[src/rtl/smb_cfg_pkg.sv]
package smb_cfg_pkg;

    localparam int BYTE_W   = 8;
    localparam int IDX_W    = 7;
    localparam int BLK_BIT  = 7;

    typedef enum logic [2:0] {
        ST_IDLE,
        ST_ADDR,
        ST_CMD,
        ST_BCNT,
        ST_WDAT,
        ST_RDAT,
        ST_SKIP
    } smb_state_e;

    typedef struct packed {
        logic              en;
        logic [IDX_W-1:0]  idx;
        logic [BYTE_W-1:0] data;
    } wr_req_t;

    function automatic logic addr_hit(input logic [BYTE_W-1:0] b,
                                      input logic [IDX_W-1:0]  own);
        return b[BYTE_W-1:1] == own;
    endfunction

endpackage

[src/rtl/smb_in_sync.sv]
module smb_in_sync (
    input  logic clk,
    input  logic rst,
    input  logic scl_i,
    input  logic sda_i,
    output logic sda_s,
    output logic scl_rise,
    output logic scl_fall,
    output logic start_p,
    output logic stop_p
);
    logic [1:0] scl_m, sda_m;
    logic       scl_q, sda_q;
    logic       scl_s;

    always_ff @(posedge clk) begin
        if (rst) begin
            scl_m <= 2'b11;
            sda_m <= 2'b11;
            scl_q <= 1'b1;
            sda_q <= 1'b1;
        end else begin
            scl_m <= {scl_m[0], scl_i};
            sda_m <= {sda_m[0], sda_i};
            scl_q <= scl_m[1];
            sda_q <= sda_m[1];
        end
    end

    assign scl_s    = scl_m[1];
    assign sda_s    = sda_m[1];
    assign scl_rise = scl_s & ~scl_q;
    assign scl_fall = ~scl_s & scl_q;
    assign start_p  = scl_s & scl_q & sda_q & ~sda_s;
    assign stop_p   = scl_s & scl_q & ~sda_q & sda_s;
endmodule

[src/rtl/smb_regbank.sv]
module smb_regbank
    import smb_cfg_pkg::*;
#(
    parameter int NREG = 8
) (
    input  logic                   clk,
    input  logic                   rst,
    input  wr_req_t                wr,
    input  logic [IDX_W-1:0]       rd_idx,
    output logic [BYTE_W-1:0]      rd_data,
    output logic [NREG*BYTE_W-1:0] regs_o,
    output logic [NREG-1:0]        stb_o
);
    for (genvar i = 0; i < NREG; i++) begin : g_reg
        logic hit;
        assign hit = wr.en && (wr.idx == IDX_W'(i));
        always_ff @(posedge clk) begin
            if (rst) begin
                regs_o[i*BYTE_W +: BYTE_W] <= '0;
                stb_o[i]                   <= 1'b0;
            end else begin
                stb_o[i] <= hit;
                if (hit) regs_o[i*BYTE_W +: BYTE_W] <= wr.data;
            end
        end
    end

    always_comb begin
        rd_data = '0;
        for (int i = 0; i < NREG; i++) begin
            if (rd_idx == IDX_W'(i)) rd_data = regs_o[i*BYTE_W +: BYTE_W];
        end
    end
endmodule

[src/rtl/smb_cfg_slave.sv]
module smb_cfg_slave
    import smb_cfg_pkg::*;
#(
    parameter logic [6:0] SLV_ADDR = 7'h69,
    parameter int         NREG     = 8
) (
    input  logic                   clk,
    input  logic                   rst,
    input  logic                   scl_i,
    input  logic                   sda_i,
    output logic                   sda_pull_o,
    output logic [NREG*BYTE_W-1:0] regs_o,
    output logic [NREG-1:0]        wr_stb_o
);
    localparam logic [BYTE_W-1:0] CNT_BYTE = BYTE_W'(NREG);

    logic sda_s, scl_rise, scl_fall, start_p, stop_p;

    smb_in_sync u_sync (
        .clk(clk), .rst(rst), .scl_i(scl_i), .sda_i(sda_i),
        .sda_s(sda_s), .scl_rise(scl_rise), .scl_fall(scl_fall),
        .start_p(start_p), .stop_p(stop_p)
    );

    smb_state_e        state, nxt;
    logic [BYTE_W-1:0] shreg, tx, wr_left;
    logic [3:0]        bit_cnt;
    logic              in_ack, blk, cnt_pend, m_nack;
    logic [IDX_W-1:0]  ptr;
    wr_req_t           wr_req;
    logic [BYTE_W-1:0] rd_data, ld_byte;
    logic              rx_state;

    smb_regbank #(.NREG(NREG)) u_bank (
        .clk(clk), .rst(rst), .wr(wr_req), .rd_idx(ptr),
        .rd_data(rd_data), .regs_o(regs_o), .stb_o(wr_stb_o)
    );

    assign ld_byte  = cnt_pend ? CNT_BYTE : rd_data;
    assign rx_state = (state == ST_ADDR) || (state == ST_CMD) ||
                      (state == ST_BCNT) || (state == ST_WDAT);

    always_ff @(posedge clk) begin
        if (rst) begin
            state      <= ST_IDLE;
            nxt        <= ST_IDLE;
            shreg      <= '0;
            tx         <= '0;
            wr_left    <= '0;
            bit_cnt    <= '0;
            in_ack     <= 1'b0;
            blk        <= 1'b0;
            cnt_pend   <= 1'b0;
            m_nack     <= 1'b0;
            ptr        <= '0;
            wr_req     <= '0;
            sda_pull_o <= 1'b0;
        end else begin
            wr_req.en <= 1'b0;
            if (start_p) begin
                state      <= ST_ADDR;
                bit_cnt    <= '0;
                in_ack     <= 1'b0;
                sda_pull_o <= 1'b0;
            end else if (stop_p) begin
                state      <= ST_IDLE;
                bit_cnt    <= '0;
                in_ack     <= 1'b0;
                sda_pull_o <= 1'b0;
            end else if (rx_state) begin
                if (scl_rise && !in_ack && bit_cnt < 4'd8) begin
                    shreg   <= {shreg[BYTE_W-2:0], sda_s};
                    bit_cnt <= bit_cnt + 4'd1;
                end
                if (scl_fall && !in_ack && bit_cnt == 4'd8) begin
                    in_ack     <= 1'b1;
                    sda_pull_o <= 1'b1;
                    case (state)
                        ST_ADDR: begin
                            if (addr_hit(shreg, SLV_ADDR)) begin
                                nxt <= shreg[0] ? ST_RDAT : ST_CMD;
                            end else begin
                                state      <= ST_SKIP;
                                in_ack     <= 1'b0;
                                sda_pull_o <= 1'b0;
                            end
                        end
                        ST_CMD: begin
                            if (shreg[BLK_BIT]) begin
                                blk      <= 1'b0;
                                cnt_pend <= 1'b0;
                                ptr      <= shreg[IDX_W-1:0];
                                nxt      <= ST_WDAT;
                            end else begin
                                blk      <= 1'b1;
                                cnt_pend <= 1'b1;
                                ptr      <= '0;
                                nxt      <= ST_BCNT;
                            end
                        end
                        ST_BCNT: begin
                            wr_left  <= shreg;
                            cnt_pend <= 1'b0;
                            nxt      <= ST_WDAT;
                        end
                        default: begin
                            if (!blk || wr_left != '0) begin
                                wr_req <= '{en: 1'b1, idx: ptr, data: shreg};
                                ptr    <= ptr + 1'b1;
                                if (blk) wr_left <= wr_left - 1'b1;
                            end
                            nxt <= ST_WDAT;
                        end
                    endcase
                end else if (scl_fall && in_ack) begin
                    in_ack  <= 1'b0;
                    bit_cnt <= '0;
                    state   <= nxt;
                    if (nxt == ST_RDAT) begin
                        tx         <= ld_byte;
                        sda_pull_o <= ~ld_byte[BYTE_W-1];
                        if (cnt_pend) cnt_pend <= 1'b0;
                        else          ptr      <= ptr + 1'b1;
                    end else begin
                        sda_pull_o <= 1'b0;
                    end
                end
            end else if (state == ST_RDAT) begin
                if (scl_rise) begin
                    if (in_ack)                m_nack  <= sda_s;
                    else if (bit_cnt < 4'd8)   bit_cnt <= bit_cnt + 4'd1;
                end
                if (scl_fall) begin
                    if (in_ack) begin
                        in_ack  <= 1'b0;
                        bit_cnt <= '0;
                        if (!m_nack) begin
                            tx         <= ld_byte;
                            sda_pull_o <= ~ld_byte[BYTE_W-1];
                            if (cnt_pend) cnt_pend <= 1'b0;
                            else          ptr      <= ptr + 1'b1;
                        end else begin
                            state      <= ST_SKIP;
                            sda_pull_o <= 1'b0;
                        end
                    end else if (bit_cnt == 4'd8) begin
                        sda_pull_o <= 1'b0;
                        in_ack     <= 1'b1;
                    end else begin
                        tx         <= {tx[BYTE_W-2:0], 1'b0};
                        sda_pull_o <= ~tx[BYTE_W-2];
                    end
                end
            end
        end
    end
endmodule

[config.mk]
export PLATFORM = sky130hd
export DESIGN_NAME = smb_cfg_slave
export DESIGN_NICKNAME = d
export VERILOG_FILES = /design/src/rtl/smb_cfg_pkg.sv /design/src/rtl/smb_in_sync.sv /design/src/rtl/smb_regbank.sv /design/src/rtl/smb_cfg_slave.sv
export SDC_FILE = /design/constraint.sdc
export NUM_CORES = 1
export LEC_CHECK = 0
export BUFFER_PORTS_ARGS = -buffer_cell sky130_fd_sc_hd__buf_2
export CORE_ASPECT_RATIO = 1.4
export CORE_MARGIN = 2
export CORE_UTILIZATION = 45
export DETAILED_ROUTE_END_ITERATION = 10
export SLEW_MARGIN = 5
export SYNTH_ARGS = -nofsm -noshare
export SYNTH_HDL_FRONTEND = slang
export SYNTH_SLANG_ARGS = --single-unit
[constraint.sdc]
create_clock -name clk -period 2.63 [get_ports clk]
set_clock_uncertainty 0.05 [all_clocks]
set_input_delay 0 -clock clk [delete_from_list [all_inputs] [get_ports clk]]
set_output_delay 0 -clock clk [all_outputs]
set_load 0.02 [all_outputs]
==> metrics.yaml <==
reg2reg_slack_ps: 200
route.met2.wl_um: 10620
cp_data_arrival_time_ps: 2680
cp_max_fo: 24
cts.path.max_buffers: 2
dp_hpwl_um: 15040
tritoncts: "built"
grt_antenna_before_repair: 0
start_kind: "flip-flop"
status: "complete, no violations"
worstSetupPathType: "flip-flop to flip-flop"
cts_made_buffers: 17
drc: 0
grt_overflow_total: 0
netlist_instances: 799
rsz0062_at_grt: "no"
hp-start: "sda_i"
firstDrtPassIters: 5
critPathMaxStageDelay_ps: 520
power.switching_mw: 1.029
powerDensity_nw_per_um2: 584.0
p_clk_share_pct: 53.3
hold_viol_final: 0
track_usage_pct: 26.17
num_vias: 6241
cts_num_sinks: 139
ys_types: 80
synth_top_area_cell: "dfxtp_1"
synth-main-ff-cell: "dfxtp_1"
top_layer: "met4"
place.gp.congestion: 0.8827
grt_pass1_wl_um: 32710
clockRootBuffer: "clkbuf_16"
ant_nets: 0
clk_transition_reported_paths_ps: 60
yosysSeqAreaShare_pct: 40.44
finalSetupViolCount: 0
synth_edf_count: 0
antenna_cells: 0
sequentialPowerShare_pct: 44.6
wl_per_cell_um: 19.34
wl_met1_um: 8599
ys_top_cells_by_count: "139 x dfxtp_1, 116 x nor2_1, 83 x mux2i_1"
final_net_count: 877
synthTopCellsByArea: "dfxtp_1 40%, mux2i_1 12%, nor2_1 6.3%, nand2_1 3.2%, a21oi_1 2.7%"
postRouteWirelength_um: 20680
regToRegEndpoint: "sda_pull_o"
ys_warn_count: 0
yosysMostFrequentCell: "dfxtp_1"
clk_latency_ps: 420
port-buffer-count: 76
die-area_um2: 16310
io_pins: 77
avgSynthCellArea_um2: 8.611
slew_headroom_pct: 50.33
synth.ff_latch_count: 139
core_um2: 14990
ff2ff_path_depth: 8
crit_chain: "inv_1 -> ha_1 -> buf_4 -> inv_1 -> a31oi_1 -> o21ai_0 -> a2111oi_2 -> a21oi_1"
yosysTopAreaCellShare_pct: 40.44
via_per_inst: 5.838
num_rows: 53
postCtsSetupBuffers: 0
r2r_start: "ptr[0]"
die_y_um: 150.3
hp-class: "input port to flip-flop"
max_freq_mhz: 410.9
period_share_pct: 92.54
instances_no_fill: 1069
endpoint: "sda_pull_o"
drt-initial-drc-count: 344
power_frac_comb_pct: 2.1
place_inst: 1035
cp.required_ps: 2870
cts_max_level: 4
worst_pin_slew_ps: 740.0
finalPower_mw: 4.754
crit_path_end_kind: "flip-flop"
finalMaxSlewViolations: 0
syn2layout_area_growth_pct: 18.31
start_util_pct: 45.91
p_int_mw: 3.725
fill_cells: 1462
async_reset_ff_share_pct: 0
p_leak_nw: 3.461
netlist_area_um2: 6880
grt_pass1_vias: 6089
drv_cap: 0
syn_nets: 811
grt_max_degree: 49
wl_met3_um: 799
die_w_um: 108.5
crit_top_cell: "inv_1"
cp-startpoint: "ptr[0]"
swShare_pct: 21.65
drive_gt1_share_pct: 20.41
slowest_stage: "a2111oi_2"
max-vdd-ir-drop_mv: 0.3708
period_needed_ps: 2434
[flip-flops by register name, indices dropped and copies added (netlist names)]
name,cells
bit_cnt,4
blk,1
cnt_pend,1
in_ack,1
m_nack,1
nxt,3
ptr,7
sda_pull_o,1
shreg,8
state,3
tx,7
u_bank.regs_o,64
u_bank.stb_o,8
u_sync.scl_m,2
u_sync.scl_q,1
u_sync.sda_m,2
u_sync.sda_q,1
wr_left,8
wr_req,16
[layout make-up]
| cell class | instances | area, um^2 | area share (%) |
|---|---|---|---|
| repair buffers | 111 | 653.1 | 8.023 |
| flip-flops and latches | 139 | 2783 | 34.18 |
| well taps | 192 | 240.2 | 2.951 |
| inverters | 19 | 71.32 | 0.8761 |
| clock inverters | 14 | 196.4 | 2.413 |
| multi-input cells | 577 | 3771 | 46.33 |
| clock buffers | 17 | 425.4 | 5.226 |
[cell families after synthesis]
family                     share of synthesized area [%]
and+or+nand+nor                                    23.59
adders and majority gates                          1.455
muxes                                              12.07
DFF                                                40.44
xor gates and xnor gates                          0.3820
AOI/OAI and AO/OA                                  17.04
buffers and inverters                              5.019
[how the worst min path moves through the flow]
stage                                 end  slack (ps)  cells after the start
after floorplan           u_sync.scl_m[0]          50                      1
after global placement    u_sync.scl_m[0]         130                      2
after detailed placement  u_sync.sda_m[0]         140                      2
after CTS                 u_sync.sda_m[0]         240                      3
after global routing      u_sync.sda_m[0]         280                      3
final                     u_sync.sda_m[0]         250                      3
[through the flow]
stage               setup WS (ps)  utilization, %  hold slack, ps  cell area, um^2  TNS, ps
finish                      196.1           54.32           249.1             8140        0
global route               0.9786           54.32           276.5             8140        0
floorplan                   501.7               -           53.81             6880        0
detailed placement         -24.77           49.91           137.5             7480   -24.77
global placement           -29.45           49.91           132.8             7480   -29.45
CTS                         62.78           54.27           241.3             8133        0
[worst max-delay path: cells and delay by family (launching register included)]
kind	cells	cell delay (ps)
AO/OA/AOI/OAI	4	990
buffers and inverters	3	640
flip-flops	1	380
adder cells (fa/ha/maj)	1	250
[routing by layer]
metal	up-vias	track usage [%]
met3	39	3.983
met5	-	0
met1	3024	30.77
met4	0	12.82
met2	180	45.88
li1	2998	-
[power groups by stage]
stage | Sequential [mW] | Combinational [mW] | Clock [mW]
after floorplan | 2.16 | 0.0722 | 0
after global placement | 2.17 | 0.0945 | 0
after detailed placement | 2.17 | 0.0956 | 0
after CTS | 2.12 | 0.0987 | 2.58
after global routing | 2.12 | 0.109 | 2.67
final | 2.12 | 0.0999 | 2.53
[timing repair]
item / 4_1_cts / 5_1_grt
gates cloned: 0 / 0
hold buffers: 3 / 0
setup endpoints to repair: 1 / 2
gates resized for setup: 1 / 2
hold endpoints to repair: 30 / 0
[layout by cell type (no fill, tap or decap), drive strengths merged, types with 8 or more instances in the layout]
cell type	n
a211oi	11
a21oi	38
a31oi	15
buf	108
clkbuf	17
dfxtp	139
ha	8
inv	21
mux2i	83
nand2	59
nand3	23
nand3b	9
nor2	119
nor2b	19
nor3	16
nor4	8
o21ai	33
or2	12
Power figures use the tool's default switching activity.
